$ cat src/rtl/mdio_c45_pkg.sv
// Shared types and field sizes for the Clause 45 management responder.
// Assumes frames carry 2 opcode, 5 port, 5 MMD, 2 turnaround and 16 data bits.
package mdio_c45_pkg;
    typedef enum logic [1:0] {
        ST_HUNT   = 2'd0,
        ST_START2 = 2'd1,
        ST_FRAME  = 2'd2
    } mdio_st_e;

    localparam logic [1:0] OPC_ADDR  = 2'b00;
    localparam logic [1:0] OPC_WRITE = 2'b01;
    localparam logic [1:0] OPC_READ  = 2'b11;

    localparam int HDR_BITS  = 12;
    localparam int TA_BITS   = 2;
    localparam int DATA_BITS = 16;
    localparam int FRAME_BITS = HDR_BITS + TA_BITS + DATA_BITS;
endpackage

$ cat src/rtl/mdio_pre_det.sv
// Preamble detector: counts consecutive 1 samples while enabled.
// Assumes en is high only while the parent is hunting for a frame start;
// dropping en clears the count so every frame needs a fresh preamble.
module mdio_pre_det #(
    parameter int PRE_LEN = 32
) (
    input  logic clk,
    input  logic rst_n,
    input  logic en,
    input  logic bit_i,
    output logic seen_o
);
    localparam int CNT_W = $clog2(PRE_LEN + 1);
    localparam logic [CNT_W-1:0] CNT_MAX = CNT_W'(PRE_LEN);

    logic [CNT_W-1:0] run_cnt;

    // Count ones up to the saturation value; any zero or disable restarts.
    always_ff @(posedge clk) begin : run_cnt_p
        if (!rst_n || !en || !bit_i) begin
            run_cnt <= '0;
        end else if (run_cnt != CNT_MAX) begin
            run_cnt <= run_cnt + 1'b1;
        end
    end

    assign seen_o = (run_cnt == CNT_MAX);
endmodule

$ cat src/rtl/mdio_addr_bank.sv
// Per-MMD 16-bit pointer storage with one write and one read port.
// Assumes the caller only writes indices below NUM_MMD; reads of other
// indices return zero.
module mdio_addr_bank #(
    parameter int NUM_MMD = 4,
    parameter int PTR_W   = 16
) (
    input  logic             clk,
    input  logic             rst_n,
    input  logic             wr_en,
    input  logic [4:0]       wr_idx,
    input  logic [PTR_W-1:0] wr_data,
    input  logic [4:0]       rd_idx,
    output logic [PTR_W-1:0] rd_data
);
    logic [PTR_W-1:0] ptr_q [NUM_MMD];

    // Clear all pointers on reset; load the selected one on a write.
    always_ff @(posedge clk) begin : ptr_p
        for (int i = 0; i < NUM_MMD; i++) begin
            if (!rst_n) begin
                ptr_q[i] <= '0;
            end else if (wr_en && (wr_idx == 5'(i))) begin
                ptr_q[i] <= wr_data;
            end
        end
    end

    // Select the pointer of the requested MMD.
    always_comb begin : rd_mux_p
        rd_data = '0;
        for (int i = 0; i < NUM_MMD; i++) begin
            if (rd_idx == 5'(i)) rd_data = ptr_q[i];
        end
    end
endmodule

$ cat src/rtl/mdio_c45_responder.sv
// Device-side Clause 45 management responder.
// Samples mdio_i on rising mdc, decodes address/write/read frames for the
// strapped port address, keeps one pointer per MMD and drives read data
// back with tri-state control. Assumes rf_rdata is valid combinationally
// while rf_re is high, and NUM_MMD is at most 32.
module mdio_c45_responder
    import mdio_c45_pkg::*;
#(
    parameter int PRE_LEN = 32,
    parameter int NUM_MMD = 4
) (
    input  logic        mdc,
    input  logic        rst_n,
    input  logic [4:0]  phy_addr_strap,
    input  logic        mdio_i,
    output logic        mdio_o,
    output logic        mdio_oe,
    output logic        rf_we,
    output logic        rf_re,
    output logic [4:0]  rf_mmd,
    output logic [15:0] rf_addr,
    output logic [15:0] rf_wdata,
    input  logic [15:0] rf_rdata
);
    localparam int CNT_W = $clog2(FRAME_BITS);
    localparam logic [CNT_W-1:0] IDX_HDR_LAST = CNT_W'(HDR_BITS - 1);
    localparam logic [CNT_W-1:0] IDX_TA1      = CNT_W'(HDR_BITS);
    localparam logic [CNT_W-1:0] IDX_TA2      = CNT_W'(HDR_BITS + 1);
    localparam logic [CNT_W-1:0] IDX_LAST     = CNT_W'(FRAME_BITS - 1);

    mdio_st_e             state;
    logic [CNT_W-1:0]     bit_cnt;
    logic [HDR_BITS-2:0]  hdr_sr;
    logic [DATA_BITS-2:0] rx_sr;
    logic [DATA_BITS-1:0] tx_sr;
    logic [1:0]           op_q;
    logic [4:0]           mmd_q;
    logic                 hit_q;
    logic                 ta1_q;
    logic                 ta_ok_q;
    logic                 pre_seen;

    logic [HDR_BITS-1:0]  hdr_next;
    logic [DATA_BITS-1:0] rx_next;
    logic                 hit_now;
    logic                 at_hdr_last;
    logic                 at_last;
    logic                 commit_ok;
    logic                 ptr_we;
    logic                 rd_active;

    assign hdr_next    = {hdr_sr, mdio_i};
    assign rx_next     = {rx_sr, mdio_i};
    assign hit_now     = (hdr_next[9:5] == phy_addr_strap) &&
                         ({1'b0, hdr_next[4:0]} < 6'(NUM_MMD));
    assign at_hdr_last = (state == ST_FRAME) && (bit_cnt == IDX_HDR_LAST);
    assign at_last     = (state == ST_FRAME) && (bit_cnt == IDX_LAST);
    assign commit_ok   = at_last && hit_q && ta_ok_q;
    assign ptr_we      = commit_ok && (op_q == OPC_ADDR);
    assign rd_active   = hit_q && (op_q == OPC_READ);

    mdio_pre_det #(.PRE_LEN(PRE_LEN)) u_pre (
        .clk    (mdc),
        .rst_n  (rst_n),
        .en     (state == ST_HUNT),
        .bit_i  (mdio_i),
        .seen_o (pre_seen)
    );

    mdio_addr_bank #(.NUM_MMD(NUM_MMD), .PTR_W(16)) u_bank (
        .clk     (mdc),
        .rst_n   (rst_n),
        .wr_en   (ptr_we),
        .wr_idx  (mmd_q),
        .wr_data (rx_next),
        .rd_idx  (mmd_q),
        .rd_data (rf_addr)
    );

    // Frame sequencer: start detection, header/turnaround/data capture.
    always_ff @(posedge mdc) begin : seq_p
        if (!rst_n) begin
            state   <= ST_HUNT;
            bit_cnt <= '0;
            hdr_sr  <= '0;
            rx_sr   <= '0;
            op_q    <= OPC_ADDR;
            mmd_q   <= '0;
            hit_q   <= 1'b0;
            ta1_q   <= 1'b0;
            ta_ok_q <= 1'b0;
        end else begin
            case (state)
                ST_HUNT: begin
                    if (!mdio_i && pre_seen) state <= ST_START2;
                end
                ST_START2: begin
                    if (!mdio_i) begin
                        state   <= ST_FRAME;
                        bit_cnt <= '0;
                    end else begin
                        state <= ST_HUNT;
                    end
                end
                ST_FRAME: begin
                    bit_cnt <= bit_cnt + 1'b1;
                    if (bit_cnt <= IDX_HDR_LAST) hdr_sr <= hdr_next[HDR_BITS-2:0];
                    if (bit_cnt == IDX_HDR_LAST) begin
                        hit_q <= hit_now;
                        if (hit_now) begin
                            op_q  <= hdr_next[11:10];
                            mmd_q <= hdr_next[4:0];
                        end
                    end
                    if (bit_cnt == IDX_TA1) ta1_q <= mdio_i;
                    if (bit_cnt == IDX_TA2) ta_ok_q <= ta1_q && !mdio_i;
                    if (bit_cnt > IDX_TA2) rx_sr <= rx_next[DATA_BITS-2:0];
                    if (bit_cnt == IDX_LAST) state <= ST_HUNT;
                end
                default: state <= ST_HUNT;
            endcase
        end
    end

    // Register-file strobes: read after the header, write after the data.
    always_ff @(posedge mdc) begin : strobe_p
        if (!rst_n) begin
            rf_we    <= 1'b0;
            rf_re    <= 1'b0;
            rf_wdata <= '0;
        end else begin
            rf_re <= at_hdr_last && hit_now && (hdr_next[11:10] == OPC_READ);
            rf_we <= commit_ok && (op_q == OPC_WRITE);
            if (commit_ok && (op_q == OPC_WRITE)) rf_wdata <= rx_next;
        end
    end

    // Line driver: zero on the second turnaround bit, then data MSB first.
    always_ff @(posedge mdc) begin : drive_p
        if (!rst_n) begin
            mdio_oe <= 1'b0;
            mdio_o  <= 1'b1;
            tx_sr   <= '0;
        end else if ((state == ST_FRAME) && (bit_cnt == IDX_TA1) && rd_active) begin
            mdio_oe <= 1'b1;
            mdio_o  <= 1'b0;
            tx_sr   <= rf_rdata;
        end else if (at_last) begin
            mdio_oe <= 1'b0;
            mdio_o  <= 1'b1;
        end else if (mdio_oe) begin
            mdio_o <= tx_sr[DATA_BITS-1];
            tx_sr  <= {tx_sr[DATA_BITS-2:0], 1'b0};
        end
    end

    assign rf_mmd = mmd_q;
endmodule

$ cat config.mk
export PLATFORM = sky130hd
export DESIGN_NAME = mdio_c45_responder
export DESIGN_NICKNAME = d
export VERILOG_FILES = /design/src/rtl/mdio_c45_pkg.sv /design/src/rtl/mdio_pre_det.sv /design/src/rtl/mdio_addr_bank.sv /design/src/rtl/mdio_c45_responder.sv
export SDC_FILE = /design/constraint.sdc
export NUM_CORES = 1
export LEC_CHECK = 0
export CAP_MARGIN = 20
export CELL_PAD_IN_SITES_DETAIL_PLACEMENT = 1
export CELL_PAD_IN_SITES_GLOBAL_PLACEMENT = 2
export CORE_ASPECT_RATIO = 0.7
export CORE_MARGIN = 5
export CORE_UTILIZATION = 41
export CTS_BUF_LIST = sky130_fd_sc_hd__clkbuf_8 sky130_fd_sc_hd__clkbuf_16
export CTS_CLUSTER_DIAMETER = 100
export DETAILED_ROUTE_END_ITERATION = 6
export PLACE_DENSITY = 0.83
export RECOVER_POWER = 50
export REMOVE_ABC_BUFFERS = 1
export SYNTH_ARGS = -nofsm -noshare
export SYNTH_HDL_FRONTEND = slang
export SYNTH_SLANG_ARGS = --single-unit
$ cat constraint.sdc
create_clock -name mdc -period 4.5 [get_ports mdc]
set_input_delay 0.9 -clock mdc [delete_from_list [all_inputs] [get_ports mdc]]
set_output_delay 0.9 -clock mdc [all_outputs]
set_load 0.005 [all_outputs]
==> run summary, run 1 <==
Setup TNS: 0 ns
Cell Count, Final, Fillers Out: 835
Status: complete, but fails checks
Max FO, Critical Path: 10
H-tree levels: 4
Fin crit period: 3.69 ns
Netlist cell types: 55
Vias: 4398
Die area: 18200 sq um
Clk buf depth: 2
Setup Fix Bufs, Post-CTS: 0
Slew Limit Headroom: -0.0671
Die Y: 114 um
CP endpoint kind: output port
Static Leak: 0.00285 uW
Largest net degree at the start of global routing: 86
Asr flop ratio synth: 0
Worst-margin pin slew: 1.60 ns
DR iter-0 viols: 228
Setup Viol. Count Final: 0
All-Layer GR Usage: 0.179
DR WL/cell: 18.8 um
HPWL after detailed placement: 10300 um
Commonest non-fill, non-tap cell in the layout: dfxtp_1
# rows: 38
Synth Flop Type: dfxtp_1
GPL Wtd Cong: 0.777
Kind of critical path: flop to output port
Width of the die: 159 um
PwrDens: 375 nW/um^2
Port bufs: 64
CTS tree: done
Root Buffer: clkbuf_16
Seq/Total Area, Yosys: 0.568
Avg Vias per Cell: 5.27
First-pass GRT wire length: 25500 um
Core ar.: 15400 sq um
Initial Util: 0.414
Failing checks: capacitance limit, slew limit
PostCTS Resize Cnt: 0
Antenna viol nets, final: 0
EDFF count, synth: 64
# diodes: 0
Post-Place Setup Slack: 1.28 ns
Clock Sinks: 149
Top post-synthesis cells by area: edfxtp_1 30%, dfxtp_1 27%, mux2i_1 7.7%
Hold WS: 0.479 ns
IO Pins: 65
Commonest non-fill, non-tap cells in the layout: 85 x dfxtp_1, 79 x nand2_1, 64 x edfxtp_1, 53 x and2_1, 49 x mux2i_1
Netlist Area Pre-Place: 6380 sq um
Final Hold Vio Count: 0
Num CTS Buffers: 17
Worst hold-check path type: flop to flop
Post-route DRC: 0
Max_cap viols: 1
RSZ-0062 raised after global routing: no
Worst vdd ir: 0.233 mV
Fin Clk Skew: 0.0107 ns
Placed Cells: 799
Post-synth top area cell: edfxtp_1
Yosys reg bits: 149
Proportion of layout cells with a drive suffix above 1: 0.0992
Fillers: 1620
Fin crit share: 0.821
Area Growth Syn to Fin: 21.7%
Grt total ovfl: 0
Slew Viols, Final: 86
Detailed Routing Iterations Pass 1: 4
Final net count: 651
WP data required: 3.60 ns
Arr. time, crit path: 2.79 ns
Post-synth top area share: 0.301
Cells after synthesis: 561
Clk slew on worst S/H paths: 0.06 ns
Vias in the first global route: 4666
Worst-Skew Late Latency: 0.42 ns
Warnings, synthesis: 0
Mapped Avg Cell Area: 11.4 sq um
CTS Hold Bufs: 0
Fmax: 271 MHz
Final Util: 0.504
Final wirelength: 15700 um
Slack of the critical path: 0.807 ns
Setup crit start kind: flop
Initial antenna violation count: 0
layout make-up:
cell class	count	area [sq um]	share of cell area
sequential	149	3620	0.466
timing repair buffer	74	707	0.0910
tap	200	250	0.0322
clock inverter	11	71.3	0.00918
clock buffer	21	503	0.0647
multi-input combinational	376	2600	0.335
inverter	4	15.0	0.00193
sequential cells by signal, indices dropped and copies added, names as in the netlist:
name           cells
mdio_o             1
ta_ok_q            1
state              2
rf_mmd             5
op_q               2
hit_q              1
tx_sr             16
ta1_q              1
rf_re              1
mdio_oe            1
rf_we              1
hdr_sr            11
u_bank.ptr_q      64
rf_wdata          16
u_pre.run_cnt      6
bit_cnt            5
rx_sr             15
metal layers:
layer  track usage  wire, um
met4        0.0494       171
met1         0.254      7960
met2         0.272      6960
met3        0.0471       593
met5             0         0
report_power, final:
| part | internal [uW] | leakage [uW] | switching [uW] | total [uW] |
|---|---|---|---|---|
| clock network | 799 | 0.000291 | 575 | 1370 |
| registers | 1440 | 0.00129 | 10.1 | 1450 |
| logic | 46.2 | 0.00126 | 44.6 | 90.8 |
per-stage QoR:
stage,instance area (sq um),power (uW)
2_1_floorplan,6230,1500
6_report,7770,2910
5_1_grt,7770,3020
3_3_place_gp,7170,1570
3_5_place_dp,7180,1570
4_1_cts,7750,2940
Yosys cell counts, types with 2 or more instances:
| master | instances |
|---|---|
| nor3_1 | 3 |
| a22oi_1 | 20 |
| ha_1 | 5 |
| nor3b_2 | 2 |
| nor3_2 | 2 |
| nand2_1 | 79 |
| and3_1 | 6 |
| nand4_1 | 3 |
| a31oi_1 | 15 |
| nand3b_1 | 2 |
| nor2b_1 | 20 |
| dfxtp_1 | 85 |
| o21a_1 | 2 |
| o21ai_0 | 25 |
| nor3b_1 | 2 |
| a21oi_1 | 2 |
| nor2_1 | 9 |
| inv_1 | 4 |
| a21boi_0 | 3 |
| clkbuf_2 | 3 |
| mux2i_1 | 49 |
| mux4_2 | 6 |
| edfxtp_1 | 64 |
| and4b_1 | 2 |
| buf_6 | 3 |
| and2_1 | 73 |
| and3b_2 | 3 |
| nand3_1 | 5 |
| or3_1 | 3 |
| buf_2 | 9 |
| xor2_1 | 3 |
| clkbuf_1 | 16 |
| xnor2_1 | 8 |
| nand4b_1 | 4 |
critical path: stages, from the launching register on:
cell	delay, ns
dfxtp_1	0.33
or3_1	0.47
nor3b_2	0.72
a22oi_1	0.23
nand2_1	0.12
clkdlybuf4s50_1	0.50
final timing paths:
check | depth (start not counted) | endpoint | from | slack [ns]
min reg2reg | 2 | tx_sr[12] | tx_sr[12] | 0.48
max | 5 | rf_addr[9] | rf_mmd[2] | 0.81
min | 2 | tx_sr[12] | tx_sr[12] | 0.48
max reg2reg | 4 | u_bank.ptr_q[1][13] | state[1] | 1.90
cell families after synthesis:
kind of cell	share of synthesized area
and+or+nand+nor	0.203
DFF	0.568
AOI/OAI and AO/OA	0.0774
muxes	0.0998
buffers and inverters	0.0270
xor gates and xnor gates	0.0151
adders and majority gates	0.00980
Power figures use the tool's default switching activity.
==> run 2, diff against run 1 <==
--- a/config.mk
+++ b/config.mk
@@ -10,11 +10,11 @@
 export CELL_PAD_IN_SITES_GLOBAL_PLACEMENT = 2
 export CORE_ASPECT_RATIO = 0.7
 export CORE_MARGIN = 5
-export CORE_UTILIZATION = 41
+export CORE_UTILIZATION = 34
 export CTS_BUF_LIST = sky130_fd_sc_hd__clkbuf_8 sky130_fd_sc_hd__clkbuf_16
 export CTS_CLUSTER_DIAMETER = 100
 export DETAILED_ROUTE_END_ITERATION = 6
-export PLACE_DENSITY = 0.83
+export PLACE_DENSITY = 0.73
 export RECOVER_POWER = 50
 export REMOVE_ABC_BUFFERS = 1
 export SYNTH_ARGS = -nofsm -noshare
==> constraint.sdc (replaced) <==
create_clock -name mdc -period 3.3 [get_ports mdc]
set_input_delay 0.66 -clock mdc [delete_from_list [all_inputs] [get_ports mdc]]
set_output_delay 0.66 -clock mdc [all_outputs]
set_load 0.005 [all_outputs]
==> run summary, run 2 (synthesized netlist as in run 1, its figures left out) <==
Worst vdd ir: 0.267 mV (+15%)
# rows: 41 (+7.9%)
Slew Limit Headroom: -0.103 (-0.0361)
Kind of critical path: flop to output port
Setup Fix Bufs, Post-CTS: 0 (unchanged)
Fin Clk Skew: 0.0103 ns (-0.000491 ns)
Setup crit start kind: flop
Fin crit period: 3.08 ns
Vias in the first global route: 4678 (+0.26%)
Initial antenna violation count: 0 (unchanged)
Setup Viol. Count Final: 0 (unchanged)
Status: complete, but fails checks
CP delay by family, top: simple AND/OR/NAND/NOR gates
Final wirelength: 15900 um (+1.5%)
Commonest non-fill, non-tap cells in the layout: 84 x dfxtp_1, 79 x nand2_1, 67 x and2_1, 64 x edfxtp_1, 49 x mux2i_1
PostCTS Resize Cnt: 0 (unchanged)
CP Buf/Inv Count: 2 (+1)
Vias: 4393 (-0.11%)
Fin crit share: 0.934
Root Buffer: clkbuf_16
Slowest stage delay, CP: 0.50 ns (-0.22 ns)
Area Growth Syn to Fin: 23.2%
Number of flip-flops in the largest register: 64 (unchanged)
HPWL after detailed placement: 10600 um (+2.8%)
Slew Viols, Final: 16 (-81%)
Avg Vias per Cell: 5.00 (-5.1%)
Max FO, Critical Path: 10 (unchanged)
Reg-to-reg slack, setup: 0.67 ns (-1.23 ns)
Num CTS Buffers: 17 (unchanged)
Top Registers: u_bank.ptr_q x64, rf_wdata x16, tx_sr x16
Post-route cell area: 7870 sq um (+1.2%)
Proportion of layout cells with a drive suffix above 1: 0.0935 (-0.00575)
DR WL/cell: 18.1 um (-3.6%)
Die Y: 125 um (+9.0%)
Arr. time, crit path: 2.42 ns (-0.37 ns)
Post-route DRC: 0 (unchanged)
Worst hold stages: 2 (unchanged)
Placed Instance Area: 7300 sq um (+1.7%)
Clock Sinks: 149 (unchanged)
First-pass GRT wire length: 25800 um (+1.1%)
Failing checks: capacitance limit, slew limit
Antenna viol nets, final: 0 (unchanged)
CP endpoint kind: output port
Most flop-heavy register: u_bank.ptr_q
CP max stage cell: clkdlybuf4s50_1
Worst setup path startpoint: rf_mmd[2]
CTS Hold Bufs: 0 (unchanged)
PwrDens: 512 nW/um^2 (+37%)
Final Hold Vio Count: 0 (unchanged)
Max_cap viols: 1 (unchanged)
Met1 wire length: 8120 um (+2.0%)
Max layer used: met4
DR iter-0 viols: 310 (+36%)
R2R depth: 5 (+1)
Setup TNS: 0 ns (unchanged)
Die area: 21700 sq um (+19%)
Largest net degree at the start of global routing: 86 (unchanged)
Clk buf depth: 2 (unchanged)
GPL Wtd Cong: 0.774 (-0.39%)
Port bufs: 64 (unchanged)
WL met3: 649 um (+9.4%)
Clk slew on worst S/H paths: 0.06 ns (about the same)
All-Layer GR Usage: 0.150 (-0.0286)
Worst setup path end: rf_addr[7]
Critical path cell sequence: or3_1, nor3b_2, buf_4, a22oi_1, nand2_1, clkdlybuf4s50_1
Critical path depth in cells: 6 (+1)
Fmax: 324 MHz
Commonest non-fill, non-tap cell in the layout: dfxtp_1
CTS tree: done
Initial Util: 0.351 (-0.0639)
WP data required: 2.64 ns (-0.96 ns)
RSZ-0062 raised after global routing: no
Grt total ovfl: 0 (unchanged)
H-tree levels: 4 (unchanged)
Reg2reg start: state[1]
Worst-margin pin slew: 1.64 ns (+0.0431 ns)
Worst-Skew Late Latency: 0.42 ns (about the same)
Width of the die: 174 um (+9.2%)
Static Leak: 0.00292 uW (+2.5%)
IO Pins: 65 (unchanged)
Final net count: 658 (+1.1%)
Reg-to-Reg End: rf_wdata[13]
Core ar.: 18200 sq um (+18%)
Worst hold-check path type: flop to flop
WL met2: 6990 um (+0.46%)
Detailed Routing Iterations Pass 1: 4 (unchanged)
## run 2: cell count changes in the layout (fill, tap and decap cells not counted), sizes merged
cell	change
diode	+1
clkbuf	+4
clkdlybuf4s50	-7
clkinv	-3
buf	+4
bufinv	+1
inv	+1
dlygate4sd3	+7
## run 2: through the flow
step                setup slack [ns]   util  total power [uW]  hold slack, ns  cells
finish                         0.216  0.432              4030           0.475    879
detailed placement             0.493  0.401              2140           0.469    846
floorplan                      0.422      -              2050           0.446    529
global route                  0.0866  0.432              4160           0.502    878
CTS                           0.0448  0.434              4070           0.478    878
global placement               0.542  0.401              2140           0.460    846
## run 2: per-layer routing
metal / vias up / track usage
met1: 2185 / 0.216
li1: 2131 / -
met2: 62 / 0.222
met3: 15 / 0.0455
met4: 0 / 0.0335
met5: - / 0
## run 2: final cells by class
cell class                      count  area [sq um]
Clock buffer                       22           517
Timing Repair Buffer               81           753
Multi-Input combinational cell    376          2580
Clock inverter                     10          77.6
Inverter                            4          15.0
Fill cell                        1918         10300
Tap cell                          236           295
Sequential cell                   149          3620
Antenna cell                        1          2.50
## run 2: worst min path at each step
stage / from / endpoint
final: tx_sr[8] / tx_sr[8]
after detailed placement: tx_sr[8] / tx_sr[8]
after floorplan: tx_sr[0] / tx_sr[1]
after global placement: tx_sr[8] / tx_sr[9]
after CTS: tx_sr[8] / tx_sr[8]
after global routing: tx_sr[13] / tx_sr[14]
## run 2: worst reg2reg max path: cells and delay by family, from the launching register on
kind          cells  cell delay [ns]
buf+inv           1             0.94
mux               1             0.31
flops             1             0.60
simple gates      3             0.66
## run 2: power breakdown
part | leakage, uW | switching, uW | internal [uW]
Combinational | 0.00132 | 62.4 | 66.8
Clock | 0.000308 | 752 | 1180
Sequential | 0.00129 | 12.4 | 1960
